$ cat config.mk
export PLATFORM = sky130hd
export DESIGN_NAME = tach_meter
export DESIGN_NICKNAME = d
export VERILOG_FILES = /design/src/rtl/tach_pkg.sv /design/src/rtl/tach_datapath.sv /design/src/rtl/tach_control.sv /design/src/rtl/tach_meter.sv
export SDC_FILE = /design/constraint.sdc
export NUM_CORES = 1
export LEC_CHECK = 0
export CORE_MARGIN = 1
export CORE_UTILIZATION = 35
export CTS_CLUSTER_SIZE = 40
export DETAILED_ROUTE_END_ITERATION = 12
export DONT_BUFFER_PORTS = 1
export HOLD_SLACK_MARGIN = 0.15
export MAX_ROUTING_LAYER = met4
export PLACE_DENSITY = 0.55
export SYNTH_ARGS = -nofsm -noshare
export SYNTH_HDL_FRONTEND = slang
export SYNTH_HIERARCHICAL = 1
export SYNTH_SLANG_ARGS = --single-unit
$ cat constraint.sdc
create_clock -name clk -period 5.8 [get_ports clk]
set_input_delay 1.16 -clock clk [delete_from_list [all_inputs] [get_ports clk]]
set_output_delay 1.16 -clock clk [all_outputs]
set_load 0.01 [all_outputs]
$ cat src/rtl/tach_pkg.sv
package tach_pkg;

  localparam logic [1:0] MODE_FALL = 2'b00;
  localparam logic [1:0] MODE_RISE = 2'b01;
  localparam logic [1:0] MODE_BOTH = 2'b10;

  typedef enum logic [1:0] {
    ST_IDLE,
    ST_ARM,
    ST_WIN1,
    ST_WIN2
  } tachState_t;

  // strobes from control to datapath
  typedef struct packed {
    logic start;
    logic clrWin;
    logic cntRun;
    logic tmrClr;
    logic tmrRun;
    logic finishOk;
    logic finishZero;
  } tachStrb_t;

endpackage

$ cat src/rtl/tach_datapath.sv
module tach_datapath
  import tach_pkg::*;
#(
  parameter int NUM_CH = 4,
  parameter int DIV_W  = 2,
  parameter int CNT_W  = 20,
  parameter int TMO_W  = 20
) (
  input  logic              clk,
  input  logic              rstN,
  input  logic [NUM_CH-1:0] tachIn,
  input  logic [NUM_CH-1:0] chanEn,
  input  logic [1:0]        edgeMode,
  input  logic [DIV_W-1:0]  divCode,
  input  logic [NUM_CH-1:0] trigMask,
  input  tachStrb_t         strb,
  output logic              startReq,
  output logic              qualEdge,
  output logic              timeoutHit,
  output logic              selEnabled,
  output logic [31:0]       resultWord
);

  localparam int IDX_W = (NUM_CH > 1) ? $clog2(NUM_CH) : 1;
  localparam int PSC_W = 2 * ((1 << DIV_W) - 1) + 3;

  logic [NUM_CH-1:0] syncA, syncB;

  // two-stage synchronizer per tach wire
  for (genvar g = 0; g < NUM_CH; g++) begin : g_sync
    always_ff @(posedge clk or negedge rstN) begin
      if (!rstN) begin
        syncA[g] <= 1'b0;
        syncB[g] <= 1'b0;
      end else begin
        syncA[g] <= tachIn[g];
        syncB[g] <= syncA[g];
      end
    end
  end

  // trigger rise detection
  logic [NUM_CH-1:0] trigPrev, trigRise;
  logic [IDX_W-1:0]  riseIdx;
  always_ff @(posedge clk or negedge rstN) begin
    if (!rstN) trigPrev <= '0;
    else       trigPrev <= trigMask;
  end
  assign trigRise = trigMask & ~trigPrev;
  assign startReq = $onehot(trigRise);

  always_comb begin
    riseIdx = '0;
    for (int i = 0; i < NUM_CH; i++)
      if (trigRise[i]) riseIdx = IDX_W'(i);
  end

  // channel select and edge detect
  logic [IDX_W-1:0] chSel;
  logic             selPrev, selLvl, selRise, selFall;
  always_ff @(posedge clk or negedge rstN) begin
    if (!rstN) begin
      chSel   <= '0;
      selPrev <= 1'b0;
    end else if (strb.start) begin
      chSel   <= riseIdx;
      selPrev <= syncB[riseIdx];
    end else begin
      selPrev <= selLvl;
    end
  end
  assign selLvl     = syncB[chSel];
  assign selRise    = selLvl & ~selPrev;
  assign selFall    = ~selLvl & selPrev;
  assign selEnabled = chanEn[chSel];

  always_comb begin
    unique case (edgeMode)
      MODE_FALL: qualEdge = selFall;
      MODE_RISE: qualEdge = selRise;
      MODE_BOTH: qualEdge = selRise | selFall;
      default:   qualEdge = 1'b0;
    endcase
  end

  // tach tick prescaler
  logic [PSC_W-1:0] psc, pscTerm, pscBase;
  logic             tick, bothMode;
  assign bothMode = (edgeMode == MODE_BOTH);
  assign pscBase  = PSC_W'(4) << {divCode, 1'b0};
  assign pscTerm  = (pscBase >> bothMode) - PSC_W'(1);
  assign tick     = (psc == pscTerm);

  always_ff @(posedge clk or negedge rstN) begin
    if (!rstN)                   psc <= '0;
    else if (strb.start || tick) psc <= '0;
    else                         psc <= psc + PSC_W'(1);
  end

  // window counter, saturating
  logic [CNT_W-1:0] winCnt, cntNext;
  logic             winSat;
  assign winSat  = &winCnt;
  assign cntNext = (tick && !winSat) ? winCnt + CNT_W'(1) : winCnt;

  always_ff @(posedge clk or negedge rstN) begin
    if (!rstN)                         winCnt <= '0;
    else if (strb.start || strb.clrWin) winCnt <= '0;
    else if (strb.cntRun)              winCnt <= cntNext;
  end

  // timeout timer in ticks
  logic [TMO_W:0] tmr;
  assign timeoutHit = tmr[TMO_W];
  always_ff @(posedge clk or negedge rstN) begin
    if (!rstN)                                   tmr <= '0;
    else if (strb.start || strb.tmrClr)          tmr <= '0;
    else if (strb.tmrRun && tick && !timeoutHit) tmr <= tmr + (TMO_W+1)'(1);
  end

  // result register
  logic             doneReg;
  logic [CNT_W-1:0] countReg;
  always_ff @(posedge clk or negedge rstN) begin
    if (!rstN) begin
      doneReg  <= 1'b0;
      countReg <= '0;
    end else if (strb.start) begin
      doneReg  <= 1'b0;
      countReg <= '0;
    end else if (strb.finishOk) begin
      doneReg  <= 1'b1;
      countReg <= cntNext;
    end else if (strb.finishZero) begin
      doneReg  <= 1'b1;
      countReg <= '0;
    end
  end

  always_comb begin
    resultWord              = '0;
    resultWord[31]          = doneReg;
    resultWord[CNT_W-1:0]   = countReg;
  end

endmodule

$ cat src/rtl/tach_control.sv
module tach_control
  import tach_pkg::*;
(
  input  logic      clk,
  input  logic      rstN,
  input  logic      startReq,
  input  logic      qualEdge,
  input  logic      timeoutHit,
  input  logic      selEnabled,
  input  logic      bothMode,
  output tachStrb_t strb
);

  tachState_t state, stateNext;

  always_ff @(posedge clk or negedge rstN) begin
    if (!rstN) state <= ST_IDLE;
    else       state <= stateNext;
  end

  always_comb begin
    strb      = '0;
    stateNext = state;
    if (startReq) begin
      strb.start = 1'b1;
      stateNext  = ST_ARM;
    end else if (state != ST_IDLE && selEnabled) begin
      strb.tmrRun = 1'b1;
      strb.cntRun = (state != ST_ARM);
      if (qualEdge) begin
        unique case (state)
          ST_ARM: begin
            strb.clrWin = 1'b1;
            strb.tmrClr = 1'b1;
            stateNext   = ST_WIN1;
          end
          ST_WIN1: begin
            if (bothMode) stateNext = ST_WIN2;
            else begin
              strb.finishOk = 1'b1;
              stateNext     = ST_IDLE;
            end
          end
          default: begin
            strb.finishOk = 1'b1;
            stateNext     = ST_IDLE;
          end
        endcase
      end else if (timeoutHit) begin
        strb.finishZero = 1'b1;
        stateNext       = ST_IDLE;
      end
    end
  end

endmodule

$ cat src/rtl/tach_meter.sv
module tach_meter
  import tach_pkg::*;
#(
  parameter int NUM_CH = 4,
  parameter int DIV_W  = 2,
  parameter int CNT_W  = 20,
  parameter int TMO_W  = 20
) (
  input  logic              clk,
  input  logic              rstN,
  input  logic [NUM_CH-1:0] tachIn,
  input  logic [NUM_CH-1:0] chanEn,
  input  logic [1:0]        edgeMode,
  input  logic [DIV_W-1:0]  divCode,
  input  logic [NUM_CH-1:0] trigMask,
  output logic [31:0]       resultWord
);

  tachStrb_t strb;
  logic      startReq, qualEdge, timeoutHit, selEnabled;

  tach_datapath #(
    .NUM_CH(NUM_CH), .DIV_W(DIV_W), .CNT_W(CNT_W), .TMO_W(TMO_W)
  ) u_dp (
    .clk(clk), .rstN(rstN), .tachIn(tachIn), .chanEn(chanEn),
    .edgeMode(edgeMode), .divCode(divCode), .trigMask(trigMask),
    .strb(strb), .startReq(startReq), .qualEdge(qualEdge),
    .timeoutHit(timeoutHit), .selEnabled(selEnabled),
    .resultWord(resultWord)
  );

  tach_control u_ctl (
    .clk(clk), .rstN(rstN), .startReq(startReq), .qualEdge(qualEdge),
    .timeoutHit(timeoutHit), .selEnabled(selEnabled),
    .bothMode(edgeMode == MODE_BOTH), .strb(strb)
  );

endmodule

# == Word-level counts from Yosys, hierarchy flattened ==
# Cells that the tools add are included.
# classes
muxes,39
n_reduce_logical,18
shift,2
n_addsub,7
bitwise,7
order_cmp,2
eq_ne,7
# op_table
operator,n
$mux 20,6
$mux 21,2
$add 21x1->21 const B,1
$add 20x1->20 const B,1
$reduce_and 20->1,1
$mux 1,15
$mux 2,7
$mux 6,2
$add 9x1->9 const B,1
$eq 9x9->1,1
$mux 9,1
$shl 3x3->9 const A,1
$shr 9x1->9,1
$sub 9x1->9 const B,1
$reduce_bool 2->1,4
$bmux 1 s2,3
$lt 2x3->1 const B,2
$reduce_bool 3->1,2
$add 1x1->2,2
$and 4x4->4,1
$eq 2x1->1 const B,2
$eq 2x2->1 const B,2
$logic_and 1x1->1,4
$not 4->4,1
13 further kinds,18
# totals
input_bits,18
register_bits,88

# == Logic depth before layout (Yosys ltp) ==
# depth
ltp_word,13
depth_mapped,14
ltp_nobuf,13

# == Cells and area by module ==
# The synthesis kept the hierarchy.
# modules_own_cells
module,area_each_um2,cells_per_inst,n_inst
tach_datapath,4956.0,544,1
tach_control,215.2,26,1
tach_meter,13.8,1,1

# == Worst setup path before layout ==
# Ideal clock, no wire load.
# synth_path
kind,input to register
start,in trigMask[3]
end,reg u_dp.countReg[14]
stages,14
slack_ps,1760
arrival_ps,3907
path_buffers,2
cell_sequence,nand2b_1 fa_1 inv_1 ha_1 ha_1 nor3b_1 nor2_1 and3_1 nand2b_1 clkbuf_1 clkbuf_1 nor3_1 nand3_1 o211ai_1
# synth_lines
item,line,text
start: declaration,tach_meter.sv:15,"input logic [NUM_CH-1:0] trigMask,"
end signal: assignment,tach_datapath.sv:133,countReg <= cntNext;
end: declaration,tach_datapath.sv:123,logic [CNT_W-1:0] countReg;

==> impl_metrics.prom <==
# TYPE chip_impl_metric gauge
chip_impl_metric{name="syn_area",unit="µm²"} 5185
chip_impl_info{name="hold_path_class",value="reg2reg"} 1
chip_impl_metric{name="global_route.usage.met3",unit="%"} 2.701
chip_impl_metric{name="period_utilisation_layout",unit="%"} 75.10
chip_impl_metric{name="setup_viol_count_final",unit=""} 0
chip_impl_metric{name="grt_start_max_net_pins",unit=""} 89
chip_impl_metric{name="syn_avg_cell_area",unit="µm²"} 9.081
chip_impl_metric{name="placement_rows",unit=""} 44
chip_impl_metric{name="cts-root-to-sink-buffers",unit=""} 2
chip_impl_metric{name="synth_top_cell_area_share",unit="%"} 42.47
chip_impl_info{name="critPathCaptureType",value="register"} 1
chip_impl_metric{name="yosys.cell_types.count",unit=""} 54
chip_impl_metric{name="regToRegSetupSlack",unit="ps"} 1790
chip_impl_metric{name="cts.clk_slew.worst_paths",unit="ps"} 60
chip_impl_metric{name="drv.max_cap_violation_count",unit=""} 0
chip_impl_metric{name="power.share.switching",unit="%"} 31.08
chip_impl_metric{name="cts_htree_levels",unit=""} 3
chip_impl_metric{name="synth-seq-area-share",unit="%"} 42.47
chip_impl_info{name="status",value="finished clean"} 1
chip_impl_info{name="most_frequent_standard_cell_in_the_layout_excluding_fill_and_tap_cells",value="dfrtp_1"} 1
chip_impl_info{name="timing.rr.start",value="u_dp/trigPrev[3]"} 1
chip_impl_metric{name="drive_above_1_share",unit="%"} 7.401
chip_impl_metric{name="placement.io_buffers",unit=""} 0
chip_impl_info{name="timing.hold.worst.start",value="u_dp/syncA[1]"} 1
chip_impl_metric{name="drc_errors",unit=""} 0
chip_impl_metric{name="finalHoldViolations",unit=""} 0
chip_impl_metric{name="async_reset_ff_share",unit="%"} 100.0
chip_impl_metric{name="insertedDiodeCount",unit=""} 0
chip_impl_metric{name="cellPowerDensity",unit="nW/µm²"} 281.3
chip_impl_info{name="tritoncts_clock_tree",value="built"} 1
chip_impl_metric{name="total_vias_in_the_final_route",unit=""} 4251
chip_impl_metric{name="register_area",unit="µm²"} 2202
chip_impl_metric{name="syn_to_final_growth",unit="%"} 7.191
chip_impl_metric{name="global_routing_met2_resource_utilization",unit="%"} 28.33
chip_impl_metric{name="routed_wire_length",unit="µm"} 12630
chip_impl_metric{name="cell_internal_pwr",unit="µW"} 1077
chip_impl_metric{name="dp.final_hpwl",unit="µm"} 7981
chip_impl_metric{name="synth-seq-cells",unit=""} 88
chip_impl_info{name="clk_root_buffer_cell",value="clkbuf_16"} 1
chip_impl_metric{name="power.share.sequential",unit="%"} 43.5
chip_impl_metric{name="chipHeight",unit="µm"} 123.7
chip_impl_metric{name="postCtsSetupBuffers",unit=""} 0
chip_impl_metric{name="yosysWarningCount",unit=""} 6
chip_impl_metric{name="p_comb_share",unit="%"} 21.4
chip_impl_metric{name="yosys.area_share.adder",unit="%"} 2.799
chip_impl_info{name="dominantRegCellSynth",value="dfrtp_1"} 1
chip_impl_info{name="grt_setup_unrepaired",value="no"} 1
chip_impl_metric{name="worst_ir_drop_vdd",unit="V"} 0.0001156
chip_impl_metric{name="reg2reg_depth",unit=""} 11
chip_impl_metric{name="pwr-share-clk",unit="%"} 35.1
chip_impl_info{name="layout_common_cells",value="dfrtp_1, nand2_1, nand3_1, nor2_1, a21oi_1"} 1
chip_impl_metric{name="worst_slew_margin_rel",unit="%"} 34.21
chip_impl_metric{name="critical_path.max_fanout",unit=""} 27
chip_impl_info{name="top_cells_by_area_synth",value="dfrtp_1, nand2_1, mux2i_1"} 1
chip_impl_metric{name="synthesis.instances",unit=""} 571
chip_impl_metric{name="die_width",unit="µm"} 123.7
chip_impl_metric{name="synth_compound_area_share",unit="%"} 13.75
chip_impl_metric{name="first_global_vias",unit=""} 4141
chip_impl_metric{name="post_cts_sizing_count",unit=""} 0
chip_impl_info{name="combinational_family_with_the_most_area_after_synthesis",value="simple AND/OR/NAND/NOR gates"} 1
chip_impl_metric{name="finalSetupTns",unit="ps"} 0
chip_impl_info{name="grt_peak_use_layer",value="met2"} 1
chip_impl_metric{name="finClkSkew",unit="ps"} 6.823
chip_impl_metric{name="maxSlewViolCount",unit=""} 0
chip_impl_metric{name="timing_worst_slew_pin_value",unit="ps"} 984.0
chip_impl_metric{name="wire_per_inst",unit="µm"} 17.12
chip_impl_metric{name="drt_iter0_drc",unit=""} 333
chip_impl_metric{name="floorplan.io_pins",unit=""} 50
chip_impl_metric{name="ctsHoldBuffers",unit=""} 0
chip_impl_metric{name="global_route.usage.total",unit="%"} 18.16
chip_impl_metric{name="grt_antenna_before_repair",unit=""} 0
chip_impl_metric{name="layout.filler_cells",unit=""} 1465
chip_impl_metric{name="clock_sinks",unit=""} 88
chip_impl_metric{name="final_nets",unit=""} 579
chip_impl_metric{name="xor_xnor_share_of_the_synthesized_area",unit="%"} 2.027
chip_impl_info{name="critical_path.reg2reg.endpoint",value="u_dp/winCnt[13]"} 1
chip_impl_metric{name="fin_crit",unit="ps"} 4356
chip_impl_info{name="netlist.top_cell.by_area",value="dfrtp_1"} 1
chip_impl_metric{name="grt_overflow",unit=""} 0
chip_impl_metric{name="synth_mux_area_share",unit="%"} 5.140
chip_impl_metric{name="drt_first_pass_iters",unit=""} 5
chip_impl_metric{name="gp_congestion",unit=""} 0.8109
chip_impl_metric{name="core_region_area",unit="µm²"} 14480
chip_impl_metric{name="clock.fmax",unit="MHz"} 229.6
chip_impl_metric{name="die_outline_area",unit="µm²"} 15310
chip_impl_metric{name="grt_use_met1",unit="%"} 23.62
chip_impl_metric{name="initial_utilization",unit="%"} 35.81
chip_impl_metric{name="drt-vias-per-instance",unit=""} 5.760
chip_impl_metric{name="critical_path_required",unit="ps"} 6060
chip_impl_metric{name="grt_pass1_wl",unit="µm"} 20920
chip_impl_metric{name="cts_inserted_buffers",unit=""} 9
chip_impl_metric{name="drt_antenna_net_count",unit=""} 0
chip_impl_metric{name="timing.hold.worst_path_depth",unit=""} 0
chip_impl_metric{name="power.total",unit="µW"} 1563
chip_impl_info{name="path_class",value="in2reg"} 1
chip_impl_info{name="startpoint_class",value="input pin"} 1
chip_impl_metric{name="power.static_leakage",unit="µW"} 0.002261
chip_impl_metric{name="critPathArrivalTime",unit="ps"} 4620
chip_impl_metric{name="synth-edff-count",unit=""} 0
chip_impl_metric{name="multiInputGateArea",unit="µm²"} 2690
chip_impl_metric{name="clk-insertion-delay-late",unit="ps"} 350
chip_impl_info{name="min_delay_worst_endpoint",value="u_dp/syncB[1]"} 1
chip_impl_metric{name="post_synth_and_or_nand_nor_area_fraction",unit="%"} 27.12
chip_impl_metric{name="power_switching",unit="µW"} 485.8
==> per-layer routing <==
layer / up-vias / part of all wire (%)
li1: 2050 / -
met1: 2071 / 46
met2: 122 / 48
met3: 8 / 5.4
met4: 0 / 1.3
met5: - / 0
==> cell usage after synthesis, types with 2 or more instances <==
library cell and instances:
nor3b_1 2, a2bb2oi_1 2, xor2_1 7, nor2b_1 3, a21oi_1 22, a211oi_1 2
ha_1 10, or3_1 21, or2_2 4, o31ai_1 12, o21ai_0 7, buf_4 14
nand2_1 61, o21a_1 2, o211ai_1 19, buf_2 4, a32oi_1 14, and2_1 6
xnor2_1 5, a31oi_1 4, o311ai_0 6, and4_1 2, nor2_1 31, dfrtp_1 88
and3_1 9, nand2b_1 7, mux4_2 2, nor4_1 19, inv_1 20, clkbuf_1 33
a41o_1 3, or4_1 12, mux2i_1 21, nand3_1 40, nand3b_1 2, nor3_1 22
nand4_1 16
==> worst max-delay path by stage <==
stage | endpoint | slack, ps | startpoint
global placement | u_dp/winCnt[12] | 1330 | trigMask[3]
floorplan | u_dp/countReg[14] | 1760 | trigMask[3]
detailed placement | u_dp/winCnt[13] | 1190 | trigMask[3]
global route | u_dp/winCnt[8] | 1280 | trigMask[3]
CTS | u_dp/winCnt[13] | 1500 | trigMask[3]
finish | u_dp/winCnt[13] | 1440 | trigMask[3]
==> state kept, by name, indices dropped and copies added (netlist names) <==
signal,flops
u_ctl/state,2
u_dp/chSel,2
u_dp/countReg,20
u_dp/doneReg,1
u_dp/psc,9
u_dp/selPrev,1
u_dp/syncA,4
u_dp/syncB,4
u_dp/tmr,21
u_dp/trigPrev,4
u_dp/winCnt,20
==> power groups by stage <==
| stage | clock (µW) | combinational [µW] | sequential [µW] |
|---|---|---|---|
| after CTS | 567 | 335 | 681 |
| after global placement | 0 | 328 | 690 |
| final | 549 | 334 | 680 |
| after global routing | 589 | 379 | 685 |
| after floorplan | 0 | 273 | 680 |
| after detailed placement | 0 | 333 | 693 |
==> worst max-delay path, stage by stage <==
cell and delay (ps):
nand2b_1 120, fa_1 560, inv_1 50, ha_1 180, ha_1 280, nor3b_2 50, buf_4 210, nor3_1 550
clkinv_1 660, nor4_1 530, mux2i_1 260
==> layout make-up <==
class | count | area share, %
clock inverter | 3 | 0.3152
tap | 184 | 4.142
multi-input combinational | 419 | 48.40
timing repair buffer | 11 | 1.486
sequential | 88 | 39.62
clock buffer | 12 | 4.615
inverter | 21 | 1.418
==> metrics by stage <==
stage	util, %	hold slack (ps)	setup slack [ps]	area, µm²	std cells
finish	38.39	350.8	1444	5558	738
global route	38.39	356.7	1276	5558	738
CTS	38.39	351.7	1498	5558	738
detailed placement	36.49	337.2	1188	5284	723
global placement	36.49	335.5	1326	5284	723
floorplan	-	331.2	1760	5223	581
==> cell families (layout without fill, tap and decap cells) <==
| family | count (synthesis) | in the layout |
|---|---|---|
| xor+xnor | 12 | 12 |
| flops | 88 | 88 |
| buf+inv | 74 | 47 |
| fa+ha+maj | 11 | 11 |
| mux | 24 | 24 |
| simple gates | 262 | 262 |
| other cells | 1 | 11 |
| compound gates | 99 | 99 |
Power figures use the tool's default switching activity.
